[src/rtl/ppd_pkg.sv]
`timescale 1ns/1ps
package ppd_pkg;
  localparam int MAG_W = 8;
  typedef logic [MAG_W-1:0] mag_t;

  function automatic mag_t max_mag(input mag_t a, input mag_t b);
    return (a > b) ? a : b;
  endfunction
endpackage

[src/rtl/ppd_mag.sv]
`timescale 1ns/1ps
module ppd_mag #(
  parameter int NPH   = 3,
  parameter int SMP_W = 24,
  parameter int MAG_W = 8
) (
  input  logic [NPH-1:0][SMP_W-1:0] smp,
  input  logic [NPH-1:0]            vld,
  input  logic [NPH-1:0]            en,
  output logic [NPH-1:0][MAG_W-1:0] mag,
  output logic [NPH-1:0]            qual
);
  localparam int TOP = SMP_W - 1;

  for (genvar k = 0; k < NPH; k++) begin : g_ph
    logic [SMP_W-1:0] absval;
    assign absval  = smp[k][TOP] ? (~smp[k] + 1'b1) : smp[k];
    assign qual[k] = vld[k] & en[k];
    assign mag[k]  = qual[k] ? absval[TOP -: MAG_W] : '0;
  end
endmodule

[src/rtl/ppd_win.sv]
`timescale 1ns/1ps
module ppd_win #(
  parameter int CNT_W = 16
) (
  input  logic             clk,
  input  logic             rst_n,
  input  logic             half_cyc,
  input  logic [CNT_W-1:0] win_len,
  output logic             win_end
);
  logic [CNT_W-1:0] cnt;
  logic [CNT_W:0]   next_cnt;

  assign next_cnt = {1'b0, cnt} + 1'b1;
  assign win_end  = half_cyc && (next_cnt >= {1'b0, win_len});

  always_ff @(posedge clk or negedge rst_n) begin
    if (!rst_n)        cnt <= '0;
    else if (win_end)  cnt <= '0;
    else if (half_cyc) cnt <= next_cnt[CNT_W-1:0];
  end
endmodule

[src/rtl/ppd_chan.sv]
`timescale 1ns/1ps
module ppd_chan #(
  parameter int NPH   = 3,
  parameter int MAG_W = 8
) (
  input  logic                      clk,
  input  logic                      rst_n,
  input  logic [NPH-1:0][MAG_W-1:0] mag,
  input  logic [NPH-1:0]            qual,
  input  logic [MAG_W-1:0]          thr,
  input  logic                      flag_clr,
  input  logic                      win_end,
  output logic                      hit,
  output logic                      flag,
  output logic [MAG_W-1:0]          peak
);
  import ppd_pkg::*;

  logic [NPH-1:0]   over;
  logic [MAG_W-1:0] cyc_max;
  logic [MAG_W-1:0] run_max;
  logic [MAG_W-1:0] win_max;

  for (genvar k = 0; k < NPH; k++) begin : g_cmp
    assign over[k] = qual[k] && (mag[k] > thr);
  end
  assign hit = |over;

  always_comb begin
    cyc_max = '0;
    for (int k = 0; k < NPH; k++) cyc_max = max_mag(cyc_max, mag[k]);
  end
  assign win_max = max_mag(run_max, cyc_max);

  always_ff @(posedge clk or negedge rst_n) begin
    if (!rst_n) begin
      flag    <= 1'b0;
      run_max <= '0;
      peak    <= '0;
    end else begin
      flag <= hit | (flag & ~flag_clr);
      if (win_end) begin
        peak    <= win_max;
        run_max <= '0;
      end else begin
        run_max <= win_max;
      end
    end
  end
endmodule

[src/rtl/phase_peak_det.sv]
`timescale 1ns/1ps
module phase_peak_det #(
  parameter int NPH   = 3,
  parameter int SMP_W = 24,
  parameter int MAG_W = ppd_pkg::MAG_W,
  parameter int CNT_W = 16
) (
  input  logic                      clk,
  input  logic                      rst_n,
  input  logic [NPH-1:0][SMP_W-1:0] v_smp,
  input  logic [NPH-1:0]            v_vld,
  input  logic [NPH-1:0][SMP_W-1:0] i_smp,
  input  logic [NPH-1:0]            i_vld,
  input  logic                      half_cyc,
  input  logic [NPH-1:0]            phase_en,
  input  logic [MAG_W-1:0]          v_thr,
  input  logic [MAG_W-1:0]          i_thr,
  input  logic [CNT_W-1:0]          win_len,
  input  logic                      flag_clr,
  output logic                      v_flag,
  output logic                      i_flag,
  output logic [MAG_W-1:0]          v_peak,
  output logic [MAG_W-1:0]          i_peak
);
  logic [NPH-1:0][MAG_W-1:0] v_mag, i_mag;
  logic [NPH-1:0]            v_qual, i_qual;
  logic                      v_hit, i_hit, win_end;

  ppd_mag #(.NPH(NPH), .SMP_W(SMP_W), .MAG_W(MAG_W)) u_vmag (
    .smp(v_smp), .vld(v_vld), .en(phase_en), .mag(v_mag), .qual(v_qual));

  ppd_mag #(.NPH(NPH), .SMP_W(SMP_W), .MAG_W(MAG_W)) u_imag (
    .smp(i_smp), .vld(i_vld), .en(phase_en), .mag(i_mag), .qual(i_qual));

  ppd_win #(.CNT_W(CNT_W)) u_win (
    .clk(clk), .rst_n(rst_n), .half_cyc(half_cyc), .win_len(win_len),
    .win_end(win_end));

  ppd_chan #(.NPH(NPH), .MAG_W(MAG_W)) u_vchan (
    .clk(clk), .rst_n(rst_n), .mag(v_mag), .qual(v_qual), .thr(v_thr),
    .flag_clr(flag_clr), .win_end(win_end), .hit(v_hit), .flag(v_flag),
    .peak(v_peak));

  ppd_chan #(.NPH(NPH), .MAG_W(MAG_W)) u_ichan (
    .clk(clk), .rst_n(rst_n), .mag(i_mag), .qual(i_qual), .thr(i_thr),
    .flag_clr(flag_clr), .win_end(win_end), .hit(i_hit), .flag(i_flag),
    .peak(i_peak));
endmodule

[config.mk]
export PLATFORM = sky130hd
export DESIGN_NAME = phase_peak_det
export DESIGN_NICKNAME = d
export VERILOG_FILES = /design/src/rtl/ppd_pkg.sv /design/src/rtl/ppd_mag.sv /design/src/rtl/ppd_win.sv /design/src/rtl/ppd_chan.sv /design/src/rtl/phase_peak_det.sv
export SDC_FILE = /design/constraint.sdc
export NUM_CORES = 1
export LEC_CHECK = 0
export BUFFER_PORTS_ARGS = -buffer_cell sky130_fd_sc_hd__buf_2
export CAP_MARGIN = 40
export CORE_UTILIZATION = 50
export DETAILED_ROUTE_END_ITERATION = 8
export GPL_ROUTABILITY_DRIVEN = 0
export PLACE_DENSITY = 0.88
export SYNTH_ARGS = -nofsm -noshare
export SYNTH_HDL_FRONTEND = slang
export SYNTH_SLANG_ARGS = --single-unit
[constraint.sdc]
create_clock -name clk -period 4.72 [get_ports clk]
set_input_delay 0.944 -clock clk [delete_from_list [all_inputs] [get_ports clk]]
set_output_delay 0.944 -clock clk [all_outputs]
set_load 0.02 [all_outputs]
==> reports/results.tsv <==
metric	value	unit
Critical Path End Type	flip-flop	
nets	1674	
Synth async-reset ratio	1.00	
Tmin final	7.01	ns
total number of vias	9456	
Synth cell types	76	
Synth Cell Area	0.00736	mm2
initial antenna violation count	0	
cell family with most CP delay	compound AO/OA/AOI/OAI gates	
syn_area_per_cell	7.77	um2
Net Count, Synth	1241	
Final Util	0.819	
initial core utilization	0.522	
area leader, netlist	ha_1	
vias in the first global route	9082	
Layout Cells excl Fill	1559	
largest net degree at the start of global routing	51	
Worst-Margin Slew	0.653	ns
Core Footprint	0.0141	mm2
PnR worst setup slack	-2.29	ns
Starting DRT DRC Count	624	
diodes inserted	0	
Data required, critical path	4.90	ns
max-slew violation count	0	
P_leak	5.91	nW
Post-synth EDFFs	0	
die height	123	um
worst hold slack	0.495	ns
Worst IR Drop VDD	478	uV
slowest CP cell	mux2_4	
fin crit share	1.48	
post-synth top area share	0.179	
vias per std cell	6.07	
worst-path fanout max	7	
Die W	123	um
Clock Skew	0.00606	ns
Rows	43	
Area contributors post-synth	ha_1, dfrtp_1, inv_1	
max-cap violations	0	
cell area after layout	0.0115	mm2
#FFs+latches synth	50	
WL/cell	18.4	um
most frequent cell on the critical path	buf_4	
final WL	28700	um
fmax	143	MHz
CTS Root Cell	clkbuf_16	
unrepaired setup endpoints after global routing	true	
WP buf/inv	10	
first-pass GRT wire length	41800	um
I/O Buffers	206	
failing checks	negative setup slack	
H-tree Lvls	2	
Ports	207	
Worst slew margin	0.564	
layout cells sized above 1	0.449	
crit-path max cell delay	0.33	ns
drt first pass iters	6	
setup total negative slack	-70.87	ns
placed cell area	0.0106	mm2
# DRC	0	
Main synth FF type	dfrtp_1	
# setup viols final	32	
total CTS buffers	5	
Clock Path Buffers	2	
total gr overflow	0	
crit path DAT	7.19	ns
sequential fraction of the synthesis area	0.170	
Worst-Skew Late Latency	0.29	ns
dpl cells	1531	
synth-to-layout area growth	56.9	%
CTS tree	yes	
Num Clock Sinks	50	
worst min path class	reg -> reg	
Critical Path Source Type	input pin	
clock slew at reported path FFs	0.07	ns
Antenna Nets Post-Route	0	
Total GRT Usage	0.348	
fillcell total	788	
Post-CTS Hold Buffers	0	
Hold Fails Final Rpt	0	
status	complete, but fails checks	
Power per Cell Area	339	mW/mm2
Syn Inst Count	947	
Crit Path Class	in -> reg	
Yosys warnings	0	
HPWL after DPL	20500	um
Die ar.	0.0152	mm2
[worst min-delay path, cell delays in order (launching register included)]
cell and delay [ns]:
dfrtp_1 0.34, mux2i_1 0.07, o31ai_1 0.06
[worst paths after layout]
check	start	to	slack (ns)	depth (start not counted)
max in group asynchronous	rst_n	u_vchan.peak[0]$_DFFE_PN0P_	3.52	2
worst min-delay path	u_ichan.peak[3]$_DFFE_PN0P_	u_ichan.peak[3]$_DFFE_PN0P_	0.49	2
worst max register to register	u_win.cnt[2]$_DFFE_PN0P_	u_vchan.peak[0]$_DFFE_PN0P_	0.77	15
worst min register to register	u_ichan.peak[3]$_DFFE_PN0P_	u_ichan.peak[3]$_DFFE_PN0P_	0.49	2
worst max-delay path	i_smp[30]	u_ichan.peak[5]$_DFFE_PN0P_	-2.29	36
min in group asynchronous	rst_n	u_win.cnt[9]$_DFFE_PN0P_	0.76	2
[per-stage QoR]
step                      total power (W)  setup slack (ns)
after floorplan                   0.00219             -2.30
after global placement            0.00295             -2.32
after CTS                         0.00363             -2.16
after detailed placement          0.00307             -2.65
final                             0.00391             -2.29
after global routing              0.00414             -2.59
[power by group]
part           total [W]  switching (W)  internal (W)
Clock           0.000359       0.000153      0.000205
Sequential      0.000708       0.000122      0.000586
Combinational    0.00285        0.00149       0.00135
[cell usage after synthesis, types with 18 or more instances]
cell type,count
o21ai_0,56
mux2i_1,22
a21o_1,24
xor2_1,31
nor2_1,58
inv_1,83
nand2b_1,19
dfrtp_1,50
a21oi_1,52
ha_1,105
nor4_1,25
nor3_1,22
nand4_1,18
xnor2_1,22
nand2_1,79
nand3_1,41
clkbuf_1,18
[layout by cell type, fill, tap and decap left out, types with 11 or more instances in the layout]
cell,instances
a21o_1,24
nor4_4,12
and3_1,13
nand3_1,34
nor2_1,50
ha_1,92
nand4_1,18
o21a_1,11
nand2_1,69
xnor2_1,22
xor2_1,30
mux2i_1,21
a21oi_1,39
nor2b_1,12
nand3b_1,11
buf_2,198
nor3_1,20
o211ai_1,11
o21ai_0,39
buf_4,232
nor4_1,13
dfrtp_1,50
buf_6,18
nand2b_1,14
inv_1,81
[final cells by class]
cell class / count / area, um2 / share of cell area
Inverter: 84 / 315 / 0.0273
Clock buffer: 6 / 139 / 0.0120
Tap cell: 180 / 225 / 0.0195
Timing Repair Buffer: 452 / 3020 / 0.261
Multi-Input combinational cell: 787 / 6600 / 0.572
Sequential cell: 50 / 1250 / 0.108
[flip-flops by register name (all words and copies together) (netlist names)]
signal           cells
u_ichan.flag         1
u_vchan.flag         1
u_ichan.peak         8
u_ichan.run_max      8
u_vchan.run_max      8
u_vchan.peak         8
u_win.cnt           16
[cell families after synthesis]
| logic type | share of synthesized area |
|---|---|
| muxes | 0.0513 |
| adders and majority gates | 0.184 |
| xor gates and xnor gates | 0.0653 |
| AOI/OAI and AO/OA | 0.208 |
| and+or+nand+nor | 0.262 |
| buffers and inverters | 0.0588 |
| DFF | 0.170 |
[layer usage]
metal | GRT usage | wire length [um] | up-vias
li1 | - | - | 4342
met1 | 0.385 | 10700 | 4414
met2 | 0.626 | 13900 | 523
met3 | 0.0604 | 2100 | 177
met4 | 0.195 | 1910 | 0
met5 | 0 | 0 | -
[repair_timing]
action / 4_1_cts / 5_1_grt
buffers inserted: 14 / 13
gates resized for setup: 56 / 67
endpoints found under the setup margin: 32 / 32
gates cloned: 1 / 0
pin swaps: 35 / 57
No activity file was read; power rests on OpenSTA's default activity.
